### src/rtl/cordic_pkg.sv
// Package: shared mode encoding and the elaboration-time elementary angle
// constant used by every micro-rotation stage.
package cordic_pkg;

    typedef enum logic {
        MODE_ROTATE = 1'b0,
        MODE_VECTOR = 1'b1
    } cordic_mode_e;

    localparam real PI_R = 3.14159265358979;

    // Returns round(atan(2^-stage) * 2^(zbits-1) / pi), computed with a power
    // series so that no run-time table is needed.
    function automatic int elem_angle_code(input int stage, input int zbits);
        real t;
        real term;
        real acc;
        real scale;
        if (stage == 0) begin
            acc = PI_R / 4.0;
        end else begin
            t = 1.0;
            for (int k = 0; k < stage; k++) t = t / 2.0;
            acc  = 0.0;
            term = t;
            for (int k = 0; k < 24; k++) begin
                if (k % 2 == 0) acc = acc + term / real'(2 * k + 1);
                else            acc = acc - term / real'(2 * k + 1);
                term = term * t * t;
            end
        end
        scale = 1.0;
        for (int k = 0; k < zbits - 1; k++) scale = scale * 2.0;
        return $rtoi(acc * scale / PI_R + 0.5);
    endfunction

endpackage

### src/rtl/cordic_rot_stage.sv
// Module: one micro-rotation stage of the unrolled chain.
// Applies x' = x -/+ (y >>> SHIFT), y' = y +/- (x >>> SHIFT) and
// z' = z -/+ ANGLE, then registers the result together with valid and mode.
// Assumes the inputs are inside the convergence range given in the brief.
module cordic_rot_stage
    import cordic_pkg::*;
#(
    parameter int W     = 22,
    parameter int ZI    = 20,
    parameter int SHIFT = 0,
    parameter int ANGLE = 131072
) (
    input  logic                 clk,
    input  logic                 rst_n,
    input  logic                 valid_i,
    input  cordic_mode_e         mode_i,
    input  logic signed [W-1:0]  x_i,
    input  logic signed [W-1:0]  y_i,
    input  logic signed [ZI-1:0] z_i,
    output logic                 valid_o,
    output cordic_mode_e         mode_o,
    output logic signed [W-1:0]  x_o,
    output logic signed [W-1:0]  y_o,
    output logic signed [ZI-1:0] z_o
);

    localparam logic signed [ZI-1:0] ANG     = ZI'(ANGLE);
    localparam logic        [ZI:0]   ANG_MAG = (ZI+1)'(ANGLE);

    logic                 ccw;
    logic signed [W-1:0]  x_sh;
    logic signed [W-1:0]  y_sh;
    logic signed [W:0]    x_w;
    logic signed [W:0]    y_w;
    logic signed [ZI-1:0] z_n;

    assign x_sh = x_i >>> SHIFT;
    assign y_sh = y_i >>> SHIFT;

    // Chooses the turn direction: residual angle sign, or opposite signs of x and y.
    always_comb begin
        if (mode_i == MODE_ROTATE) ccw = ~z_i[ZI-1];
        else                       ccw = x_i[W-1] ^ y_i[W-1];
    end

    // Forms the shift-and-add update one bit wider than the datapath.
    always_comb begin
        if (ccw) begin
            x_w = {x_i[W-1], x_i} - {y_sh[W-1], y_sh};
            y_w = {y_i[W-1], y_i} + {x_sh[W-1], x_sh};
            z_n = z_i - ANG;
        end else begin
            x_w = {x_i[W-1], x_i} + {y_sh[W-1], y_sh};
            y_w = {y_i[W-1], y_i} - {x_sh[W-1], x_sh};
            z_n = z_i + ANG;
        end
    end

    // Pipeline valid bit, cleared by reset.
    always_ff @(posedge clk) begin
        if (!rst_n) valid_o <= 1'b0;
        else        valid_o <= valid_i;
    end

    // Pipeline data register; only qualified by valid downstream.
    always_ff @(posedge clk) begin
        mode_o <= mode_i;
        x_o    <= x_w[W-1:0];
        y_o    <= y_w[W-1:0];
        z_o    <= z_n;
    end

    function automatic logic [ZI:0] zmag(input logic signed [ZI-1:0] v);
        logic signed [ZI:0] e;
        e = {v[ZI-1], v};
        return e[ZI] ? -e : e;
    endfunction

    // the wide sum never needs its extra top bit.
    assert_no_overflow_R7: assert property (@(posedge clk) disable iff (!rst_n)
        valid_i |-> (x_w[W] == x_w[W-1] && y_w[W] == y_w[W-1]));

    // in rotate mode the residual angle never grows past max(|z|, angle).
    assert_residual_bounded_R3: assert property (@(posedge clk) disable iff (!rst_n)
        (valid_i && mode_i == MODE_ROTATE) |=>
        (zmag(z_o) <= ((zmag($past(z_i)) > ANG_MAG) ? zmag($past(z_i)) : ANG_MAG)));

    // in vector mode with x >= 0 the x coordinate never decreases.
    assert_vector_x_grows_R4: assert property (@(posedge clk) disable iff (!rst_n)
        (valid_i && mode_i == MODE_VECTOR && !x_i[W-1]) |=> (x_o >= $past(x_i)));

endmodule

### src/rtl/cordic_scale_stage.sv
// Module: one gain-correction stage, v' = v +/- (v >>> SHIFT) on x and y.
// The angle, mode and valid pass through unchanged with one register delay.
// Assumes a subtracting stage comes first so magnitudes shrink before growing.
module cordic_scale_stage
    import cordic_pkg::*;
#(
    parameter int W        = 22,
    parameter int ZI       = 20,
    parameter int SHIFT    = 1,
    parameter bit SUBTRACT = 1'b1
) (
    input  logic                 clk,
    input  logic                 rst_n,
    input  logic                 valid_i,
    input  cordic_mode_e         mode_i,
    input  logic signed [W-1:0]  x_i,
    input  logic signed [W-1:0]  y_i,
    input  logic signed [ZI-1:0] z_i,
    output logic                 valid_o,
    output cordic_mode_e         mode_o,
    output logic signed [W-1:0]  x_o,
    output logic signed [W-1:0]  y_o,
    output logic signed [ZI-1:0] z_o
);

    logic signed [W-1:0] x_sh;
    logic signed [W-1:0] y_sh;
    logic signed [W:0]   x_w;
    logic signed [W:0]   y_w;

    assign x_sh = x_i >>> SHIFT;
    assign y_sh = y_i >>> SHIFT;

    // Fixed add or subtract of the shifted copy, one bit wider than the path.
    always_comb begin
        if (SUBTRACT) begin
            x_w = {x_i[W-1], x_i} - {x_sh[W-1], x_sh};
            y_w = {y_i[W-1], y_i} - {y_sh[W-1], y_sh};
        end else begin
            x_w = {x_i[W-1], x_i} + {x_sh[W-1], x_sh};
            y_w = {y_i[W-1], y_i} + {y_sh[W-1], y_sh};
        end
    end

    // Pipeline valid bit, cleared by reset.
    always_ff @(posedge clk) begin
        if (!rst_n) valid_o <= 1'b0;
        else        valid_o <= valid_i;
    end

    // Pipeline data register.
    always_ff @(posedge clk) begin
        mode_o <= mode_i;
        x_o    <= x_w[W-1:0];
        y_o    <= y_w[W-1:0];
        z_o    <= z_i;
    end

    function automatic logic [W:0] vmag(input logic signed [W-1:0] v);
        logic signed [W:0] e;
        e = {v[W-1], v};
        return e[W] ? -e : e;
    endfunction

    // correction never overflows the guarded datapath.
    assert_no_overflow_R7: assert property (@(posedge clk) disable iff (!rst_n)
        valid_i |-> (x_w[W] == x_w[W-1] && y_w[W] == y_w[W-1]));

    // a subtracting stage never increases a coordinate's magnitude.
    assert_sub_shrinks_R6: assert property (@(posedge clk) disable iff (!rst_n)
        (valid_i && SUBTRACT) |=> (vmag(x_o) <= vmag($past(x_i)) + 1));

endmodule

### src/rtl/cordic_pipe_array.sv
// Module: top of the unrolled rotator. Widens the inputs with guard bits,
// chains ROT_STAGES micro-rotation stages and SCALE_STAGES gain-correction
// stages, and trims the last stage to the output widths.
// Assumes the input ranges given in the brief for each mode.
module cordic_pipe_array
    import cordic_pkg::*;
#(
    parameter int DATA_W       = 16,
    parameter int ANGLE_W      = 16,
    parameter int ROT_STAGES   = 16,
    parameter int FRAC_GUARD   = 4,
    parameter int ANGLE_GUARD  = 4,
    parameter int SCALE_STAGES = 6,
    parameter logic [SCALE_STAGES*5-1:0] SCALE_SHIFTS = {5'd16, 5'd10, 5'd9, 5'd5, 5'd2, 5'd1},
    parameter logic [SCALE_STAGES-1:0]   SCALE_SUB    = 6'b000101
) (
    input  logic               clk,
    input  logic               rst_n,
    input  logic               valid_i,
    input  logic               mode_i,
    input  logic [DATA_W-1:0]  x_i,
    input  logic [DATA_W-1:0]  y_i,
    input  logic [ANGLE_W-1:0] z_i,
    output logic               valid_o,
    output logic [DATA_W:0]    x_o,
    output logic [DATA_W:0]    y_o,
    output logic [ANGLE_W-1:0] z_o
);

    localparam int W       = DATA_W + 2 + FRAC_GUARD;
    localparam int ZI      = ANGLE_W + ANGLE_GUARD;
    localparam int TOT     = ROT_STAGES + SCALE_STAGES;
    localparam int LATENCY = TOT;

    logic                 vs [0:TOT];
    cordic_mode_e         ms [0:TOT];
    logic signed [W-1:0]  xs [0:TOT];
    logic signed [W-1:0]  ys [0:TOT];
    logic signed [ZI-1:0] zs [0:TOT];

    // Sign-extends by two guard bits and appends fraction guard bits.
    always_comb begin
        vs[0] = valid_i;
        ms[0] = cordic_mode_e'(mode_i);
        xs[0] = {{2{x_i[DATA_W-1]}}, x_i, {FRAC_GUARD{1'b0}}};
        ys[0] = {{2{y_i[DATA_W-1]}}, y_i, {FRAC_GUARD{1'b0}}};
        zs[0] = {z_i, {ANGLE_GUARD{1'b0}}};
    end

    generate
        for (genvar i = 0; i < ROT_STAGES; i++) begin : g_rot
            localparam int ANG_CODE = elem_angle_code(i, ZI);
            cordic_rot_stage #(
                .W(W), .ZI(ZI), .SHIFT(i), .ANGLE(ANG_CODE)
            ) u_rot (
                .clk(clk), .rst_n(rst_n),
                .valid_i(vs[i]), .mode_i(ms[i]),
                .x_i(xs[i]), .y_i(ys[i]), .z_i(zs[i]),
                .valid_o(vs[i+1]), .mode_o(ms[i+1]),
                .x_o(xs[i+1]), .y_o(ys[i+1]), .z_o(zs[i+1])
            );
        end
        for (genvar j = 0; j < SCALE_STAGES; j++) begin : g_scale
            localparam int SH = int'(SCALE_SHIFTS[j*5 +: 5]);
            localparam int K  = ROT_STAGES + j;
            cordic_scale_stage #(
                .W(W), .ZI(ZI), .SHIFT(SH), .SUBTRACT(SCALE_SUB[j])
            ) u_scale (
                .clk(clk), .rst_n(rst_n),
                .valid_i(vs[K]), .mode_i(ms[K]),
                .x_i(xs[K]), .y_i(ys[K]), .z_i(zs[K]),
                .valid_o(vs[K+1]), .mode_o(ms[K+1]),
                .x_o(xs[K+1]), .y_o(ys[K+1]), .z_o(zs[K+1])
            );
        end
    endgenerate

    // Drops the fraction guard bits and the unused top guard bit.
    assign valid_o = vs[LATENCY];
    assign x_o     = xs[TOT][FRAC_GUARD+DATA_W:FRAC_GUARD];
    assign y_o     = ys[TOT][FRAC_GUARD+DATA_W:FRAC_GUARD];
    assign z_o     = zs[TOT][ZI-1:ANGLE_GUARD];

    // the final value fits the output width without wrapping.
    assert_output_fits_R7: assert property (@(posedge clk) disable iff (!rst_n)
        valid_o |-> (xs[TOT][W-1] == xs[TOT][W-2] && ys[TOT][W-1] == ys[TOT][W-2]));

endmodule

### config.mk
export PLATFORM = sky130hd
export DESIGN_NAME = cordic_pipe_array
export DESIGN_NICKNAME = d
export VERILOG_FILES = /design/src/rtl/cordic_pkg.sv /design/src/rtl/cordic_rot_stage.sv /design/src/rtl/cordic_scale_stage.sv /design/src/rtl/cordic_pipe_array.sv
export SDC_FILE = /design/constraint.sdc
export NUM_CORES = 2
export LEC_CHECK = 0
export BUFFER_PORTS_ARGS = -buffer_cell sky130_fd_sc_hd__buf_2
export CAP_MARGIN = 20
export CORE_ASPECT_RATIO = 1.4
export CORE_UTILIZATION = 43
export CTS_CLUSTER_SIZE = 8
export DETAILED_ROUTE_END_ITERATION = 6
export PLACE_DENSITY = 0.64
export SLEW_MARGIN = 25
export SYNTH_ARGS = -nofsm -noshare
export SYNTH_HDL_FRONTEND = slang
export SYNTH_HIERARCHICAL = 1
export SYNTH_SLANG_ARGS = --single-unit
export TNS_END_PERCENT = 100
### constraint.sdc
create_clock -name clk -period 11.5 [get_ports clk]
set_clock_uncertainty 0.05 [all_clocks]
set_input_delay 2.3 -clock clk [delete_from_list [all_inputs] [get_ports clk]]
set_output_delay 2.3 -clock clk [all_outputs]
set_load 0.01 [all_outputs]
==> metrics.yaml <==
floorplan:
  rows: 209
  dieArea_um2: 234400
  core_um2: 231200
  die_w_um: 409.5
  die_h_um: 572.4
  initial_utilization_pct: 43.23
  ios: 103
clock_network:
  hold_buffers: 0
  post_cts_resized: 0
  cts_tree: "done"
  clk_pin_slew_ns: 0.05
  clk_latency_ns: 0.89
  clock_sinks: 1406
  numCtsBuffers: 203
  clockBufferDepth: 4
  root_buffer: "clkbuf_16"
  post_cts_buffers: 0
  htree_num_levels: 4
synth:
  syn_area_um2: 99940
  yosys_warnings: 6
  avgSynthCellArea_um2: 8.704
  netlist_instances: 11480
final_layout:
  final_util_pct: 47.15
  drive_above_1_share_pct: 5.558
  nets: 13050
  fillers: 22120
  area_delta_synth_final_pct: 9.063
setup_path:
  cp.required_ns: 12.13
  critical_path_peak_fanout: 20
  cp-start-kind: "flip-flop"
  critPathMaxStageDelay_ns: 0.62
  worstPathCellList: "nand2b_1 -> nor2b_1 -> mux2i_4 -> inv_1 -> buf_4 -> mux2i_1 -> ha_1 -> nor2b_1 -> o31a_1 -> o31ai_1 -> o21ai_0 -> o41ai_1 -> o21ai_0 -> xor2_1"
  path_class: "reg2reg"
  critPathSlowestCell: "o31ai_1"
  critical_path.top_delay_family: "compound AO/OA/AOI/OAI gates"
  cp-end-kind: "flip-flop"
  critical_path_arrival_ns: 5.63
  cp_num_buf_inv: 2
detailed_routing:
  drtAntennaViolNets: 0
  drc_errors: 0
  wire_per_inst_um: 19.09
  drt_first_pass_iters: 6
  viasPerCell: 5.711
  num_vias: 83970
  routed_wl_um: 280700
  drt_iter0_markers: 4229
timing:
  period_minus_slack_ns: 5.000
  max_freq_ghz: 0.2000
  rsz0062_at_grt: "false"
  fin_ws_ns: 6.500
  post-route-period-util_pct: 43.48
  tns_ns: 0
  max_slew.worst_pin.slew_ns: 1.112
  slew_viol_final: 0
  hold_violations: 0
  finalSetupViolCount: 0
  slew_headroom_pct: 25.18
hold_path:
  hold_class: "reg2reg"
placement:
  dp_hpwl_um: 226700
  port_buffers: 102
  place.gp.congestion: 0.9640
  dpl_worst_slack_ns: 6.391
grt:
  grt_remaining_overflow: 0
  track_usage_pct: 23.15
  antenna_found_initial: 3
  grt_max_degree: 48
  grt_first_pass_wirelength_um: 440700
  first_global_vias: 84630
status:
  outcome: "finished clean"
job:
  max-cap-violations: 0
==> final timing paths <==
path	from	to	slack, ns	cells past startpoint
worst max-delay path	g_rot[4].u_rot/y_o[21]$_DFF_P_	g_rot[5].u_rot/x_o[19]$_DFF_P_	6.50	14
worst min-delay path	g_scale[0].u_scale/z_o[4]$_DFF_P_	g_scale[1].u_scale/z_o[4]$_DFF_P_	0.27	0
worst max register to register	g_rot[4].u_rot/y_o[21]$_DFF_P_	g_rot[5].u_rot/x_o[19]$_DFF_P_	6.50	14
worst min register to register	g_scale[0].u_scale/z_o[4]$_DFF_P_	g_scale[1].u_scale/z_o[4]$_DFF_P_	0.27	0
==> layout make-up <==
| cell class | instances | area [um2] | share of cell area [%] |
|---|---|---|---|
| antenna | 6 | 15.01 | 0.01377 |
| clock buffer | 215 | 5187 | 4.759 |
| clock inverter | 6 | 95.09 | 0.08724 |
| inverter | 592 | 2225 | 2.041 |
| multi-input combinational | 9289 | 68770 | 63.09 |
| sequential | 1406 | 28150 | 25.82 |
| tap | 3059 | 3827 | 3.511 |
| timing repair buffer | 132 | 735.7 | 0.6750 |
==> per-stage QoR <==
| step | area (um2) | hold WS, ns | cells |
|---|---|---|---|
| finish | 109000 | 0.2650 | 14710 |
| global route | 109000 | 0.2620 | 14700 |
| CTS | 109000 | 0.2654 | 14700 |
| detailed placement | 103700 | 0.2621 | 14480 |
| global placement | 103700 | 0.2596 | 14480 |
| floorplan | 100100 | 0.2596 | 11510 |
==> sequential cells by signal (all words and copies together), names as in the netlist <==
name / flops
g_scale.u_scale/x_o: 127
g_rot.u_rot/x_o: 351
g_rot.u_rot/mode_o: 15
g_rot.u_rot/y_o: 352
g_rot.u_rot/valid_o: 16
g_rot.u_rot/z_o: 316
g_scale.u_scale/z_o: 96
g_scale.u_scale/y_o: 127
g_scale.u_scale/valid_o: 6
==> metal layers <==
layer	part of all wire, %	track usage (%)
met1	35	21.20
met2	53	45.72
met3	3.2	2.856
met4	8.4	17.89
met5	0.0046	0
==> placed cells by master (no fill, tap or decap), types with 83 or more instances in the layout <==
master     instances
a211oi_1         141
a21o_1           445
a21oi_1         1145
a31oi_1          117
and2_1            83
and3_1           103
buf_2            102
clkbuf_16        205
dfxtp_1         1406
ha_1            1312
inv_1            581
nand2_1          675
nand2b_1         117
nand3_1          200
nand4_1          109
nor2_1           793
nor2b_1          141
nor3_1           191
o211ai_1          83
o21a_1           158
o21ai_0          595
o21bai_1         138
o31ai_1          113
xnor2_1          876
xor2_1           507
Power is left out: the tool's default activity adds up to more than one toggle a clock period on the data nets, which glitch-free logic cannot reach.
